$ cat config.mk
export PLATFORM = sky130hd
export DESIGN_NAME = bus_strobe_gen
export DESIGN_NICKNAME = d
export VERILOG_FILES = /design/src/rtl/bstrobe_pkg.sv /design/src/rtl/bstrobe_rst_qual.sv /design/src/rtl/bstrobe_sequencer.sv /design/src/rtl/bstrobe_shaper.sv /design/src/rtl/bus_strobe_gen.sv
export SDC_FILE = /design/constraint.sdc
export NUM_CORES = 1
export LEC_CHECK = 0
export ABC_AREA = 1
export CORE_MARGIN = 1
export CORE_UTILIZATION = 54
export DETAILED_ROUTE_END_ITERATION = 12
export MAX_ROUTING_LAYER = met4
export PLACE_DENSITY = 0.81
export SYNTH_ARGS = -nofsm -noshare
export SYNTH_HDL_FRONTEND = slang
export SYNTH_SLANG_ARGS = --single-unit
$ cat constraint.sdc
create_clock -name clk -period 2 [get_ports clk]
set_input_delay 0.2 -clock clk [delete_from_list [all_inputs] [get_ports clk]]
set_output_delay 0.2 -clock clk [all_outputs]
set_load 0.005 [all_outputs]
$ cat src/rtl/bstrobe_pkg.sv
package bstrobe_pkg;

  typedef int unsigned uint_t;

  typedef enum logic [1:0] {
    ACC_INT   = 2'b00,
    ACC_EXT   = 2'b01,
    ACC_XDATA = 2'b10,
    ACC_RSV   = 2'b11
  } acc_kind_e;

  // Context captured at the start of each machine cycle.
  typedef struct packed {
    acc_kind_e kind;
    logic      second;   // second cycle of a data window
    logic      ext;
    logic      ale_off;
    logic      lookup;
  } cyc_ctx_t;

  // Position of a clock inside its half machine cycle.
  function automatic uint_t pos_in_half(input uint_t ph, input uint_t half_len);
    return ph % half_len;
  endfunction

  function automatic logic is_late_half(input uint_t ph, input uint_t half_len);
    return ph >= half_len;
  endfunction

  function automatic logic is_ale_slot(input uint_t ph, input uint_t half_len,
                                       input uint_t ale_pos);
    return pos_in_half(ph, half_len) == ale_pos;
  endfunction

  function automatic logic is_psen_slot(input uint_t ph, input uint_t half_len,
                                        input uint_t psen_first);
    return pos_in_half(ph, half_len) >= psen_first;
  endfunction

endpackage

$ cat src/rtl/bstrobe_rst_qual.sv
module bstrobe_rst_qual #(
  parameter int unsigned HOLD_CLKS = 24
) (
  input  logic clk,
  input  logic rst_in,
  output logic core_rst
);
  localparam int unsigned RUN_W = $clog2(HOLD_CLKS + 1);

  logic [RUN_W-1:0] run_q;

  always_ff @(posedge clk) begin
    if (!rst_in) begin
      run_q    <= '0;
      core_rst <= 1'b0;
    end else begin
      if (run_q != RUN_W'(HOLD_CLKS)) run_q <= run_q + 1'b1;
      if (run_q >= RUN_W'(HOLD_CLKS - 1)) core_rst <= 1'b1;
    end
  end
endmodule

$ cat src/rtl/bstrobe_sequencer.sv
module bstrobe_sequencer
  import bstrobe_pkg::*;
#(
  parameter int unsigned CYC_CLKS = 12
) (
  input  logic                        clk,
  input  logic                        core_rst,
  input  logic [1:0]                  acc_kind,
  input  logic                        ale_off,
  input  logic                        ext_exec,
  input  logic                        lookup_op,
  output logic [$clog2(CYC_CLKS)-1:0] ph,
  output cyc_ctx_t                    ctx,
  output logic                        cyc_start
);
  localparam int unsigned PH_W = $clog2(CYC_CLKS);
  localparam int unsigned LAST = CYC_CLKS - 1;

  cyc_ctx_t nxt;

  assign cyc_start = core_rst || (ph == PH_W'(LAST));

  always_comb begin
    nxt.ale_off = ale_off;
    nxt.ext     = ext_exec;
    nxt.lookup  = lookup_op;
    if (!core_rst && ctx.kind == ACC_XDATA && !ctx.second) begin
      nxt.kind   = ACC_XDATA;
      nxt.second = 1'b1;
    end else begin
      nxt.kind   = (acc_kind == 2'b11) ? ACC_INT : acc_kind_e'(acc_kind);
      nxt.second = 1'b0;
    end
  end

  always_ff @(posedge clk) begin
    if (cyc_start) begin
      ph  <= '0;
      ctx <= nxt;
    end else begin
      ph  <= ph + 1'b1;
    end
  end
endmodule

$ cat src/rtl/bstrobe_shaper.sv
module bstrobe_shaper
  import bstrobe_pkg::*;
#(
  parameter int unsigned CYC_CLKS   = 12,
  parameter int unsigned ALE_POS    = 1,
  parameter int unsigned PSEN_FIRST = 3
) (
  input  logic                        core_rst,
  input  logic [$clog2(CYC_CLKS)-1:0] ph,
  input  cyc_ctx_t                    ctx,
  output logic                        ale_o,
  output logic                        psen_o
);
  localparam int unsigned HALF = CYC_CLKS / 2;

  logic late, in_win, ale_slot, psen_slot;
  logic ale_en, psen_en, ale_drop, psen_drop;

  always_comb begin
    late      = is_late_half(uint_t'(ph), HALF);
    ale_slot  = is_ale_slot(uint_t'(ph), HALF, ALE_POS);
    psen_slot = is_psen_slot(uint_t'(ph), HALF, PSEN_FIRST);
    in_win    = (ctx.kind == ACC_XDATA);
    ale_en    = !ctx.ale_off || ctx.ext || ctx.lookup || in_win;
    psen_en   = (ctx.kind == ACC_EXT) || (in_win && ctx.ext);
    ale_drop  = in_win && ctx.second && !late;
    psen_drop = in_win && (ctx.second ^ late);
    ale_o     = !core_rst && ale_slot && ale_en && !ale_drop;
    psen_o    = !core_rst && psen_slot && psen_en && !psen_drop;
  end
endmodule

$ cat src/rtl/bus_strobe_gen.sv
module bus_strobe_gen
  import bstrobe_pkg::*;
#(
  parameter int unsigned CYC_CLKS    = 12,
  parameter int unsigned HOLD_CYCLES = 2,
  parameter int unsigned ALE_POS     = 1,
  parameter int unsigned PSEN_FIRST  = 3
) (
  input  logic       clk,
  input  logic       rst_in,
  input  logic [1:0] acc_kind,
  input  logic       ale_off,
  input  logic       ext_exec,
  input  logic       lookup_op,
  output logic       ale_o,
  output logic       psen_o
);
  localparam int unsigned HOLD_CLKS = CYC_CLKS * HOLD_CYCLES;
  localparam int unsigned PH_W      = $clog2(CYC_CLKS);

  logic            core_rst;
  logic [PH_W-1:0] ph;
  cyc_ctx_t        ctx;
  logic            cyc_start;

  bstrobe_rst_qual #(.HOLD_CLKS(HOLD_CLKS)) u_qual (
    .clk(clk), .rst_in(rst_in), .core_rst(core_rst)
  );

  bstrobe_sequencer #(.CYC_CLKS(CYC_CLKS)) u_seq (
    .clk(clk), .core_rst(core_rst), .acc_kind(acc_kind), .ale_off(ale_off),
    .ext_exec(ext_exec), .lookup_op(lookup_op), .ph(ph), .ctx(ctx),
    .cyc_start(cyc_start)
  );

  bstrobe_shaper #(.CYC_CLKS(CYC_CLKS), .ALE_POS(ALE_POS), .PSEN_FIRST(PSEN_FIRST)) u_shp (
    .core_rst(core_rst), .ph(ph), .ctx(ctx), .ale_o(ale_o), .psen_o(psen_o)
  );
endmodule

==> results of run 1 <==
## synthesized netlist by cell type (2+ instances only)
| library cell | instances |
|---|---|
| sky130_fd_sc_hd__inv_1 | 23 |
| sky130_fd_sc_hd__nand2_1 | 14 |
| sky130_fd_sc_hd__nand3_1 | 13 |
| sky130_fd_sc_hd__dfxtp_1 | 10 |
| sky130_fd_sc_hd__o21ai_0 | 10 |
| sky130_fd_sc_hd__nor2_1 | 8 |
| sky130_fd_sc_hd__a21oi_1 | 7 |
| sky130_fd_sc_hd__ha_1 | 7 |
| sky130_fd_sc_hd__edfxtp_1 | 6 |
| sky130_fd_sc_hd__nand2_2 | 4 |
| sky130_fd_sc_hd__nand4_1 | 3 |
| sky130_fd_sc_hd__nor3_1 | 2 |
## cells by family (layout without fill, tap and decap cells)
| kind of cell | count (synthesis) | after routing | synth area share, % |
|---|---|---|---|
| AO/OA/AOI/OAI | 19 | 19 | 10.6 |
| buffers and inverters | 26 | 49 | 12.0 |
| AND/OR/NAND/NOR | 49 | 49 | 26.4 |
| flip-flops | 16 | 16 | 41.4 |
| adder cells (fa/ha/maj) | 7 | 7 | 9.54 |
## through the flow
step / cells / power, mW
3_3_place_gp: 147 / 1.16
6_report: 156 / 1.71
5_1_grt: 156 / 1.83
3_5_place_dp: 147 / 1.19
2_1_floorplan: 117 / 0.974
4_1_cts: 154 / 1.54
## power groups by stage
stage	registers [mW]	logic, mW	clock network, mW
after floorplan	0.464	0.510	0
after global placement	0.462	0.698	0
after detailed placement	0.469	0.726	0
after CTS	0.485	0.868	0.182
after global routing	0.501	1.14	0.195
final	0.493	1.04	0.176
## cell type report
class,count,share of cell area (%)
tap,16,1.69
timing repair buffer,21,14.8
inverter,24,7.59
multi-input combinational,75,40.8
sequential,16,32.9
clock buffer,3,1.90
clock inverter,1,0.316
## worst max-delay path by stage
| stage | end | slack (ns) | startpoint |
|---|---|---|---|
| finish | ale_o | -0.02 | u_seq.ph[3] |
| global route | ale_o | -0.14 | u_seq.ph[0] |
| CTS | ale_o | -0.01 | u_seq.ph[3] |
| detailed placement | ale_o | -0.09 | u_seq.ph[3] |
| global placement | ale_o | -0.03 | u_seq.ph[3] |
| floorplan | ale_o | 0.17 | u_seq.ph[2] |
## repair_timing
item                       in CTS  in global routing
gates resized for setup        24                  8
pin swaps                       6                  3
setup endpoints to repair       2                  2
setup buffers                   3                  2
## routing by layer
| layer | GRT usage (%) | vias up |
|---|---|---|
| li1 | - | 426 |
| met1 | 22.8 | 394 |
| met2 | 43.6 | 15 |
| met3 | 6.38 | 4 |
| met4 | 7.27 | 0 |
| met5 | - | - |
## critical path: stages (launching register included)
cell	delay, ns
sky130_fd_sc_hd__dfxtp_4	0.37
sky130_fd_sc_hd__buf_6	0.11
sky130_fd_sc_hd__inv_2	0.05
sky130_fd_sc_hd__nand2_2	0.06
sky130_fd_sc_hd__inv_2	0.07
sky130_fd_sc_hd__ha_4	0.13
sky130_fd_sc_hd__inv_1	0.04
sky130_fd_sc_hd__nand2_1	0.09
sky130_fd_sc_hd__nand3_2	0.10
sky130_fd_sc_hd__o21ai_2	0.15
sky130_fd_sc_hd__buf_4	0.13
sky130_fd_sc_hd__nand2_2	0.04
sky130_fd_sc_hd__nor3_2	0.09
sky130_fd_sc_hd__buf_2	0.13
## sequential cells by signal, summed over array words and instances, names as in the netlist
signal           flops
u_seq.ctx            6
u_qual.core_rst      1
u_seq.ph             4
u_qual.run_q         5
==> Implementation_results.wiki, run 1 <==
{| class="wikitable"
! Metric !! Value
|-
| Final-stage net count || 155
|-
| Max_cap viols || 0
|-
| Post-synthesis sequential area ratio || 41.4%
|-
| Number of I/O pins || 9
|-
| Number of hold buffers added after CTS || 0
|-
| Global-route wire length before repair || 3160 um
|-
| Total number of vias || 839
|-
| Number of setup violations in the final report || 1
|-
| Maximum clock frequency || 495 MHz
|-
| Wirelength, routed || 1930 um
|-
| Hold slack final || 0.457 ns
|-
| Synth cell types || 22
|-
| Number of buffers inserted during clock tree synthesis || 3
|-
| Netlist area before placement || 918 um2
|-
| Ranking of synthesized cells by area || sky130_fd_sc_hd__dfxtp_1, sky130_fd_sc_hd__edfxtp_1, sky130_fd_sc_hd__ha_1
|-
| Drc violations || 0
|-
| Setup WS pre-CTS || -0.0949 ns
|-
| Worst reg2reg path startpoint || u_seq.ph[0]
|-
| Minimum clock period after layout || 2.02 ns
|-
| Violations in the final reports || negative setup slack
|-
| Post-Route Utilization || 76.9%
|-
| Reg area || 390 um2
|-
| Number of iterations in the first detailed-routing pass || 4
|-
| Routability congestion estimate || 0.788
|-
| Internal reg-to-reg setup slack || 0.53 ns
|-
| Number of routed nets with antenna violations || 0
|-
| Cell type contributing the most total cell area after synthesis || sky130_fd_sc_hd__dfxtp_1
|-
| Number of global-route vias before repair || 798
|-
| Met1 WL || 823 um
|-
| Critical Path End Type || primary output
|-
| Reg-to-reg critical path endpoint || u_seq.ctx[4]
|-
| Most frequent cells in the layout || sky130_fd_sc_hd__inv_1, sky130_fd_sc_hd__nand3_1, sky130_fd_sc_hd__buf_4
|-
| Top flip-flop cell by instance count after synthesis || sky130_fd_sc_hd__dfxtp_1
|-
| Effective utilization at floorplan || 59.6%
|-
| Synthesis-stage register bit count || 16
|-
| Setup Skew || 0.0123 ns
|-
| Worst-margin pin slew || 0.316 ns
|-
| Area added between synthesis and finish || 29.2%
|-
| Longest Clk Path Bufs || 2
|-
| Critical path data required time || 1.80 ns
|-
| Placed Instance Area || 1060 um2
|-
| Avg Inst Size Synth || 7.85 um2
|-
| Multi-input combinational cell area || 484 um2
|-
| Setup repair after global routing missed its margin || true
|-
| Hold path cells || 1
|-
| Leakage power total || 0.542 nW
|-
| Uppermost metal layer occupied by signal nets || met4
|-
| Cell count after synthesis || 117
|-
| Critical path arrival || 1.82 ns
|-
| Internal power contribution || 993 uW
|-
| Die outline area || 1870 um2
|-
| Hold Path Class || in2reg
|-
| GR Util All Layers || 23.3%
|-
| Post-detailed-route wirelength per cell || 12.3 um
|-
| Die H || 43.2 um
|-
| Detailed-routed wire length on met3 || 58 um
|-
| Kind of start point of the critical path || flop
|-
| Highest ir drop seen on vdd || 0.827 mV
|-
| Share of synthesized registers carrying an async set or reset || 0%
|-
| Placement Rows || 14
|-
| Layout Cell Area excl Fill || 1190 um2
|-
| Hold Path End || u_seq.ctx[2]
|-
| Source-to-sink clock delay at the later pin of the worst-skew pair || 0.29 ns
|-
| Kind of critical path || reg2out
|-
| Vias per Instance || 5.38
|-
| First DRT Iteration DRCs || 25
|-
| Mapped Nets || 131
|-
| Number of cells on the worst reg-to-reg path || 5
|-
| Maximum fanout encountered on the critical timing path || 3
|-
| Count of flip-flops with a built-in enable after synthesis || 6
|-
| Cell area power density || 1440 nW/um2
|-
| Final Worst Setup Slack || -0.0193 ns
|-
| Wire length on met2 || 1020 um
|-
| Worst Hold Launch || ext_exec
|-
| Clock Sink Count || 16
|-
| Number of buffers added on ports || 8
|-
| Detailed Place HPWL || 1270 um
|-
| Number of pins with negative max-slew slack in the final report || 0
|-
| Pin count of the biggest net entering global routing || 10
|-
| Diodes inserted || 0
|-
| Die W || 43.2 um
|-
| Placeable core region || 1540 um2
|-
| Slew HR || 78.8%
|-
| CTS tree || yes
|-
| Fin crit share || 101%
|-
| Final hold vios || 0
|-
| Number of fill cells in the layout || 108
|-
| Part of the power in registers || 28.8%
|-
| Share of final-layout standard cells stronger than drive strength 1 || 30.0%
|-
| Proportion of total power due to net switching || 42.0%
|-
| Logic gate share of total power || 61.0%
|-
| Yosys top cell area share || 21.8%
|-
| Initial antenna violation count || 0
|-
| Max H-tree Level || 1
|-
| Run status || complete, but fails checks
|-
| NetSw || 720 uW
|-
| Remaining global-route overflow || 0
|-
| Clock group share of total power || 10.3%
|-
| Final total negative setup slack || -0.0193 ns
|-
| CTS clock-pin slew for the worst setup and hold paths || 0.10 ns
|-
| Leading cell type in the layout, fill and taps excluded || sky130_fd_sc_hd__inv_1
|-
| Root cell of the clock tree || sky130_fd_sc_hd__clkbuf_4
|-
| Warnings from Yosys || 0
|}
Power figures use the tool's default switching activity.
==> run 2, diff against run 1 <==
--- a/config.mk
+++ b/config.mk
@@ -10,7 +10,7 @@
 export CORE_UTILIZATION = 54
 export DETAILED_ROUTE_END_ITERATION = 12
 export MAX_ROUTING_LAYER = met4
-export PLACE_DENSITY = 0.81
+export PLACE_DENSITY = 0.76
 export SYNTH_ARGS = -nofsm -noshare
 export SYNTH_HDL_FRONTEND = slang
 export SYNTH_SLANG_ARGS = --single-unit
==> run 2 against run 1 <==
Effect of this change:
- the flow now finishes without violations
- maximum frequency is 1.6% higher
- worst setup slack better by 0.032 ns
- wire length is 14% higher
- sequential share of layout area is 1.9 points lower
- clock skew is 0.0044 ns higher
- worst hold slack worse by 0.0056 ns
- clock power hardly changed
- total power is 5.7% higher
- largest cell class unchanged
==> Implementation_results.wiki, run 2 (same netlist as run 1, synthesis figures left out) <==
{| class="wikitable"
! Metric !! Value
|-
| Final total negative setup slack || 0 ns (+0.0193 ns)
|-
| Number of buffers inserted during clock tree synthesis || 3 (unchanged)
|-
| Number of I/O pins || 9 (unchanged)
|-
| Area added between synthesis and finish || 36.0%
|-
| Die W || 43.2 um (unchanged)
|-
| Share of final-layout standard cells stronger than drive strength 1 || 34.3% (+4.3 points)
|-
| Detailed Place HPWL || 1310 um (+2.8%)
|-
| Total number of vias || 852 (+1.5%)
|-
| Placed cells || 149 (+1.4%)
|-
| Source-to-sink clock delay at the later pin of the worst-skew pair || 0.29 ns (about the same)
|-
| Number of setup violations in the final report || 0 (-1)
|-
| Largest incremental delay on the critical path || 0.36 ns (about the same)
|-
| Cells along the critical path || buf_4 > buf_4 > nand3_2 > nand2_4 > nor2_4 > nand2_2 > and2_4 > nor3_2 > buf_2
|-
| Wirelength, routed || 2190 um (+14%)
|-
| Longest Clk Path Bufs || 2 (unchanged)
|-
| Post-Route Utilization || 81.0% (+4.1 points)
|-
| Die H || 43.2 um (unchanged)
|-
| Placeable core region || 1540 um2 (unchanged)
|-
| Internal power contribution || 1.02 mW (+3.2%)
|-
| Drc violations || 0 (unchanged)
|-
| Part of the power in registers || 27.4% (-1.4 points)
|-
| CTS clock-pin slew for the worst setup and hold paths || 0.10 ns (about the same)
|-
| Critical path arrival || 1.79 ns (-0.03 ns)
|-
| Logic gate share of total power || 62.9% (+1.9 points)
|-
| Layout Cell Area excl Fill || 1250 um2 (+5.3%)
|-
| Kind of critical path || reg2out
|-
| Setup Skew || 0.0167 ns (+0.00440 ns)
|-
| NetSw || 787 uW (+9.3%)
|-
| Effective utilization at floorplan || 59.6% (unchanged)
|-
| Hold Path Class || in2reg
|-
| Register bank with the most flops || u_seq.ctx
|-
| Global-route wire length before repair || 3150 um (-0.22%)
|-
| Max_cap viols || 0 (unchanged)
|-
| Post-detailed-route wirelength per cell || 13.8 um (+12%)
|-
| GR Util All Layers || 24.0% (+0.74 points)
|-
| Root cell of the clock tree || sky130_fd_sc_hd__clkbuf_4
|-
| Registers with the highest flip-flop counts || u_seq.ctx (6), u_qual.run_q (5), u_seq.ph (4)
|-
| Diodes inserted || 0 (unchanged)
|-
| Clock group share of total power || 9.7% (-0.6 points)
|-
| Fin crit share || 99.4% (-1.6 points)
|-
| Total power of the final layout || 1.81 mW (+5.7%)
|-
| Critical Path End Type || primary output
|-
| Leading cell type in the layout, fill and taps excluded || sky130_fd_sc_hd__inv_1
|-
| First DRT Iteration DRCs || 14 (-44%)
|-
| Setup WS pre-CTS || -0.134 ns (-0.0386 ns)
|-
| Final Worst Setup Slack || 0.0126 ns (+0.0319 ns)
|-
| Remaining global-route overflow || 0 (unchanged)
|-
| Number of iterations in the first detailed-routing pass || 4 (unchanged)
|-
| Die outline area || 1870 um2 (unchanged)
|-
| Clock Sink Count || 16 (unchanged)
|-
| Slew HR || 78.2% (-0.59 points)
|-
| Setup repair after global routing missed its margin || true
|-
| Number of routed nets with antenna violations || 0 (unchanged)
|-
| Placed Instance Area || 1070 um2 (+1.4%)
|-
| Run status || finished clean
|-
| Highest ir drop seen on vdd || 0.842 mV (+1.8%)
|-
| Minimum clock period after layout || 1.99 ns (-0.0319 ns)
|-
| Cell with the most instances on the worst path || sky130_fd_sc_hd__buf_4
|-
| Critical path data required time || 1.80 ns (about the same)
|-
| Placement Rows || 14 (unchanged)
|-
| Most frequent cells in the layout || sky130_fd_sc_hd__inv_1, sky130_fd_sc_hd__buf_4, sky130_fd_sc_hd__nand2_1
|-
| Proportion of total power due to net switching || 43.4% (+1.4 points)
|-
| Hold slack final || 0.452 ns (-0.00560 ns)
|-
| CTS tree || yes
|-
| Maximum fanout encountered on the critical timing path || 6 (+3)
|-
| Standard cell with the maximum stage delay on the critical path || sky130_fd_sc_hd__dfxtp_2
|-
| Final hold vios || 0 (unchanged)
|-
| Number of buffers added on ports || 8 (unchanged)
|-
| Vias per Instance || 5.36 (-0.37%)
|-
| Leakage power total || 0.570 nW (+5.2%)
|-
| Number of pins with negative max-slew slack in the final report || 0 (unchanged)
|-
| Number of global-route vias before repair || 813 (+1.9%)
|-
| Maximum clock frequency || 503 MHz (+1.6%)
|-
| Count of non-filler cells in the finished layout || 159 (+1.9%)
|-
| Final-stage net count || 158 (+1.9%)
|-
| Max FFs per register || 6 (unchanged)
|-
| Max H-tree Level || 1 (unchanged)
|-
| Routability congestion estimate || 0.775 (-1.6%)
|-
| Worst-margin pin slew || 0.325 ns (+0.00882 ns)
|-
| Kind of start point of the critical path || flop
|-
| Initial antenna violation count || 0 (unchanged)
|-
| Number of hold buffers added after CTS || 0 (unchanged)
|-
| Cell area power density || 1450 nW/um2 (+0.45%)
|-
| Pin count of the biggest net entering global routing || 10 (unchanged)
|}
==> run 2: cell count changes in the layout (fill, tap and decap cells not counted), moves of 2 or more <==
| cell | change |
|---|---|
| sky130_fd_sc_hd__nand2_2 | -5 |
| sky130_fd_sc_hd__buf_6 | -2 |
| sky130_fd_sc_hd__nand3_2 | +3 |
| sky130_fd_sc_hd__nand2_4 | +4 |
| sky130_fd_sc_hd__inv_4 | +2 |
| sky130_fd_sc_hd__buf_4 | +5 |
| sky130_fd_sc_hd__nand3_1 | -4 |
==> run 2: timing repair <==
| item | in CTS | in global routing |
|---|---|---|
| gates resized for setup | 16 | 22 |
| gates cloned | 0 | 0 |
| endpoints found under the setup margin | 2 | 2 |
| pin swaps | 7 | 5 |
| buffers inserted | 6 | 0 |
==> run 2: critical path: cells and delay by family (launching register included) <==
family | cells | cell delay [ns]
AND/OR/NAND/NOR | 6 | 0.72
buffers and inverters | 3 | 0.43
flip-flops | 1 | 0.36
==> run 2: layer usage <==
metal  wire length (um)  part of all wire [%]  global-route usage (%)  vias up
li1                   -                     -                       -      433
met1                911                    42                    24.1      386
met2               1090                    50                    41.5       21
met3                 58                   2.6                    5.53       12
met4                132                   6.0                    14.5        0
met5                  0                     0                       -        -
==> run 2: cell type report <==
cell class / instances / area [um2]
multi-input cells: 75 / 531
flip-flops and latches: 16 / 387
fillers: 92 / 293
repair buffers: 24 / 190
inverters: 24 / 95.1
clock buffers: 3 / 22.5
well taps: 16 / 20.0
clock inverters: 1 / 3.75
==> run 2: final timing paths <==
path | start | end | slack, ns | cells after the start
worst max-delay path | u_seq.ph[2] | ale_o | 0.01 | 9
worst min-delay path | ext_exec | u_seq.ctx[2] | 0.45 | 1
worst max register to register | u_seq.ph[1] | u_seq.ctx[2] | 0.62 | 5
worst min register to register | u_qual.run_q[0] | u_qual.run_q[0] | 0.52 | 1
==> run 2: power groups by stage <==
stage                     Sequential (mW)  Clock (mW)  Combinational [mW]
final                               0.497       0.176                1.14
after CTS                           0.465       0.177               0.867
after floorplan                     0.464           0               0.510
after global placement              0.469           0               0.710
after detailed placement            0.475           0               0.731
after global routing                0.502       0.190                1.24
==> run 3, diff against run 2 <==
--- a/config.mk
+++ b/config.mk
@@ -7,10 +7,9 @@
 export LEC_CHECK = 0
 export ABC_AREA = 1
 export CORE_MARGIN = 1
-export CORE_UTILIZATION = 54
+export CORE_UTILIZATION = 35
 export DETAILED_ROUTE_END_ITERATION = 12
-export MAX_ROUTING_LAYER = met4
-export PLACE_DENSITY = 0.76
+export SLEW_MARGIN = 20
 export SYNTH_ARGS = -nofsm -noshare
 export SYNTH_HDL_FRONTEND = slang
 export SYNTH_SLANG_ARGS = --single-unit
==> run 3 against run 2 <==
Effect of this change:
- maximum frequency grew 3.0%
- register-to-register slack lost 0.14 ns
- largest power group unchanged
- wire length shrank 20%
- cell count grew 5.0%
- non-clock buffer count shrank 6
- sequential power shrank 3%
- highest routed layer unchanged
- sequential share of layout area grew 0.99 points
- worst setup slack gained 0.058 ns
==> Implementation_results.wiki, run 3 (same netlist as run 1, synthesis figures left out) <==
{| class="wikitable"
! Metric !! Value
|-
| Diodes inserted || 0 (unchanged)
|-
| Worst reg2reg path startpoint || u_seq.ph[1]
|-
| First DRT Iteration DRCs || 7 (-7)
|-
| Total power of the final layout || 1.63 mW (-10%)
|-
| Source-to-sink clock delay at the later pin of the worst-skew pair || 0.28 ns (about the same)
|-
| Drc violations || 0 (unchanged)
|-
| Wirelength, routed || 1750 um (-20%)
|-
| NetSw || 685 uW (-13%)
|-
| Fin crit share || 96.5% (-2.9 points)
|-
| Layout Cell Area excl Fill || 1210 um2 (-3.1%)
|-
| Placement Rows || 18 (+4)
|-
| Leakage power total || 0.539 nW (-5.6%)
|-
| Number of pins with negative max-slew slack in the final report || 0 (unchanged)
|-
| Area added between synthesis and finish || 31.7%
|-
| Leading cell type in the layout, fill and taps excluded || sky130_fd_sc_hd__inv_1
|-
| CTS tree || yes
|-
| Initial antenna violation count || 0 (unchanged)
|-
| GR Util All Layers || 13.5% (-10 points)
|-
| Critical path arrival || 1.73 ns (-0.06 ns)
|-
| Global-route wire length before repair || 2780 um (-12%)
|-
| Worst-margin pin slew || 0.324 ns (-0.000613 ns)
|-
| Post-detailed-route wirelength per cell || 10.5 um (-24%)
|-
| Kind of critical path || reg2out
|-
| Effective utilization at floorplan || 37.1% (-23 points)
|-
| Longest Clk Path Bufs || 2 (unchanged)
|-
| Die H || 53.2 um (+23%)
|-
| Detailed Place HPWL || 1300 um (-0.66%)
|-
| Logic gate share of total power || 59.8% (-3.1 points)
|-
| Run status || finished clean
|-
| Clock group share of total power || 10.4% (+0.7 points)
|-
| Hold Path End || u_seq.ctx[0]
|-
| Die W || 53.2 um (+23%)
|-
| Final-stage net count || 152 (-3.8%)
|-
| Setup Skew || 0.0106 ns (-0.00611 ns)
|-
| Maximum fanout encountered on the critical timing path || 3 (-3)
|-
| Root cell of the clock tree || sky130_fd_sc_hd__clkbuf_4
|-
| Internal power contribution || 943 uW (-8.0%)
|-
| Clock Sink Count || 16 (unchanged)
|-
| Kind of start point of the critical path || flop
|-
| Maximum clock frequency || 518 MHz (+3.0%)
|-
| Placed Instance Area || 1080 um2 (+0.23%)
|-
| Critical Path End Type || primary output
|-
| Final total negative setup slack || 0 ns (unchanged)
|-
| Total number of vias || 770 (-9.6%)
|-
| Routability congestion estimate || 0.741 (-4.3%)
|-
| Internal reg-to-reg setup slack || 0.48 ns (-0.14 ns)
|-
| Share of final-layout standard cells stronger than drive strength 1 || 31.4% (-2.9 points)
|-
| Setup repair after global routing missed its margin || true
|-
| Highest ir drop seen on vdd || 0.819 mV (-2.7%)
|-
| Max FFs per register || 6 (unchanged)
|-
| Die outline area || 2830 um2 (+52%)
|-
| Number of routed nets with antenna violations || 0 (unchanged)
|-
| Number of global-route vias before repair || 729 (-10%)
|-
| Reg-to-reg critical path endpoint || u_seq.ctx[1]
|-
| Number of hold buffers added after CTS || 0 (unchanged)
|-
| Number of buffers inserted during clock tree synthesis || 3 (unchanged)
|-
| Number of setup violations in the final report || 0 (unchanged)
|-
| Hold Path Class || in2reg
|-
| Number of iterations in the first detailed-routing pass || 4 (unchanged)
|-
| Max_cap viols || 0 (unchanged)
|-
| Number of buffers added on ports || 8 (unchanged)
|-
| Pin count of the biggest net entering global routing || 10 (unchanged)
|-
| Hold path cells || 1 (unchanged)
|-
| Critical path data required time || 1.80 ns (about the same)
|-
| Placeable core region || 2480 um2 (+61%)
|-
| Part of the power in registers || 29.7% (+2.3 points)
|-
| Proportion of total power due to net switching || 42.1% (-1.4 points)
|-
| Minimum clock period after layout || 1.93 ns (-0.0579 ns)
|-
| Remaining global-route overflow || 0 (unchanged)
|-
| Max H-tree Level || 1 (unchanged)
|-
| Worst Hold Launch || lookup_op
|-
| Slew HR || 78.2% (about the same)
|-
| Most frequent cells in the layout || sky130_fd_sc_hd__inv_1, sky130_fd_sc_hd__nand2_1, sky130_fd_sc_hd__buf_4
|-
| Number of cells on the worst reg-to-reg path || 5 (unchanged)
|-
| Cell area power density || 1340 nW/um2 (-7.3%)
|-
| Vias per Instance || 4.61 (-14%)
|-
| Registers with the highest flip-flop counts || u_seq.ctx (6), u_qual.run_q (5), u_seq.ph (4)
|-
| Number of I/O pins || 9 (unchanged)
|-
| Hold slack final || 0.464 ns (+0.0125 ns)
|-
| Register bank with the most flops || u_seq.ctx
|-
| CTS clock-pin slew for the worst setup and hold paths || 0.10 ns (about the same)
|-
| Final hold vios || 0 (unchanged)
|}
[run 3: changes by cell type in the layout (fill, tap and decap cells not counted)]
| cell | delta |
|---|---|
| sky130_fd_sc_hd__buf_4 | -7 |
| sky130_fd_sc_hd__buf_6 | +1 |
| sky130_fd_sc_hd__ha_1 | +1 |
| sky130_fd_sc_hd__ha_2 | -1 |
| sky130_fd_sc_hd__inv_1 | -1 |
| sky130_fd_sc_hd__inv_2 | +3 |
| sky130_fd_sc_hd__inv_4 | -2 |
| sky130_fd_sc_hd__nand3_2 | +1 |
| sky130_fd_sc_hd__nand3_4 | -1 |
[run 3: worst max-delay path: stages (launching register included)]
cell and delay (ns):
sky130_fd_sc_hd__dfxtp_2 0.35, sky130_fd_sc_hd__buf_6 0.12, sky130_fd_sc_hd__inv_2 0.06, sky130_fd_sc_hd__nand2_2 0.06, sky130_fd_sc_hd__inv_2 0.06, sky130_fd_sc_hd__ha_4 0.13, sky130_fd_sc_hd__inv_2 0.04, sky130_fd_sc_hd__nand2_4 0.05
sky130_fd_sc_hd__nand3_2 0.08, sky130_fd_sc_hd__o21ai_2 0.15, sky130_fd_sc_hd__nand2_1 0.08, sky130_fd_sc_hd__nor3_2 0.16, sky130_fd_sc_hd__buf_2 0.12
[run 3: timing repair]
action | CTS | global route
gates cloned | 0 | 0
buffers inserted | 1 | 1
pin swaps | 6 | 10
gates resized for setup | 16 | 21
endpoints found under the setup margin | 2 | 2
hold endpoints to repair | 0 | 0
[run 3: area by class of cell]
cell class	count	area, um2
Sequential cell	16	387
Timing Repair Buffer	18	149
Clock buffer	3	22.5
Clock inverter	1	3.75
Multi-Input combinational cell	75	520
Fill cell	259	1270
Tap cell	30	37.5
Inverter	24	90.1
[run 3: power by group through the flow]
stage | sequential (mW) | combinational [mW] | clock (mW)
2_1_floorplan | 0.464 | 0.510 | 0
3_3_place_gp | 0.460 | 0.706 | 0
3_5_place_dp | 0.462 | 0.726 | 0
4_1_cts | 0.455 | 0.804 | 0.180
5_1_grt | 0.491 | 1.08 | 0.192
6_report | 0.484 | 0.974 | 0.170
[run 3: per-stage QoR]
step	setup slack, ns	utilization, %	instances
after floorplan	0.173	-	117
after detailed placement	-0.0907	43.4	161
after global placement	-0.0547	43.4	161
final	0.0705	48.8	167
after CTS	-0.0181	45.2	166
after global routing	-0.0430	48.8	167
[run 3: how the worst max path moves through the flow]
stage	startpoint	to	cells after the start
floorplan	u_seq.ph[2]	ale_o	11
global placement	u_seq.ph[3]	ale_o	10
detailed placement	u_seq.ph[3]	ale_o	10
CTS	u_seq.ph[2]	ale_o	10
global route	u_seq.ph[3]	ale_o	12
finish	u_seq.ph[3]	ale_o	12
[run 3: layer usage]
layer | up-vias | GRT usage [%] | part of all wire (%)
met5 | - | 0 | 0
met4 | 0 | 6.58 | 0.63
met3 | 2 | 3.45 | 2.2
met2 | 6 | 23.3 | 50
met1 | 345 | 15.2 | 47
li1 | 417 | - | -
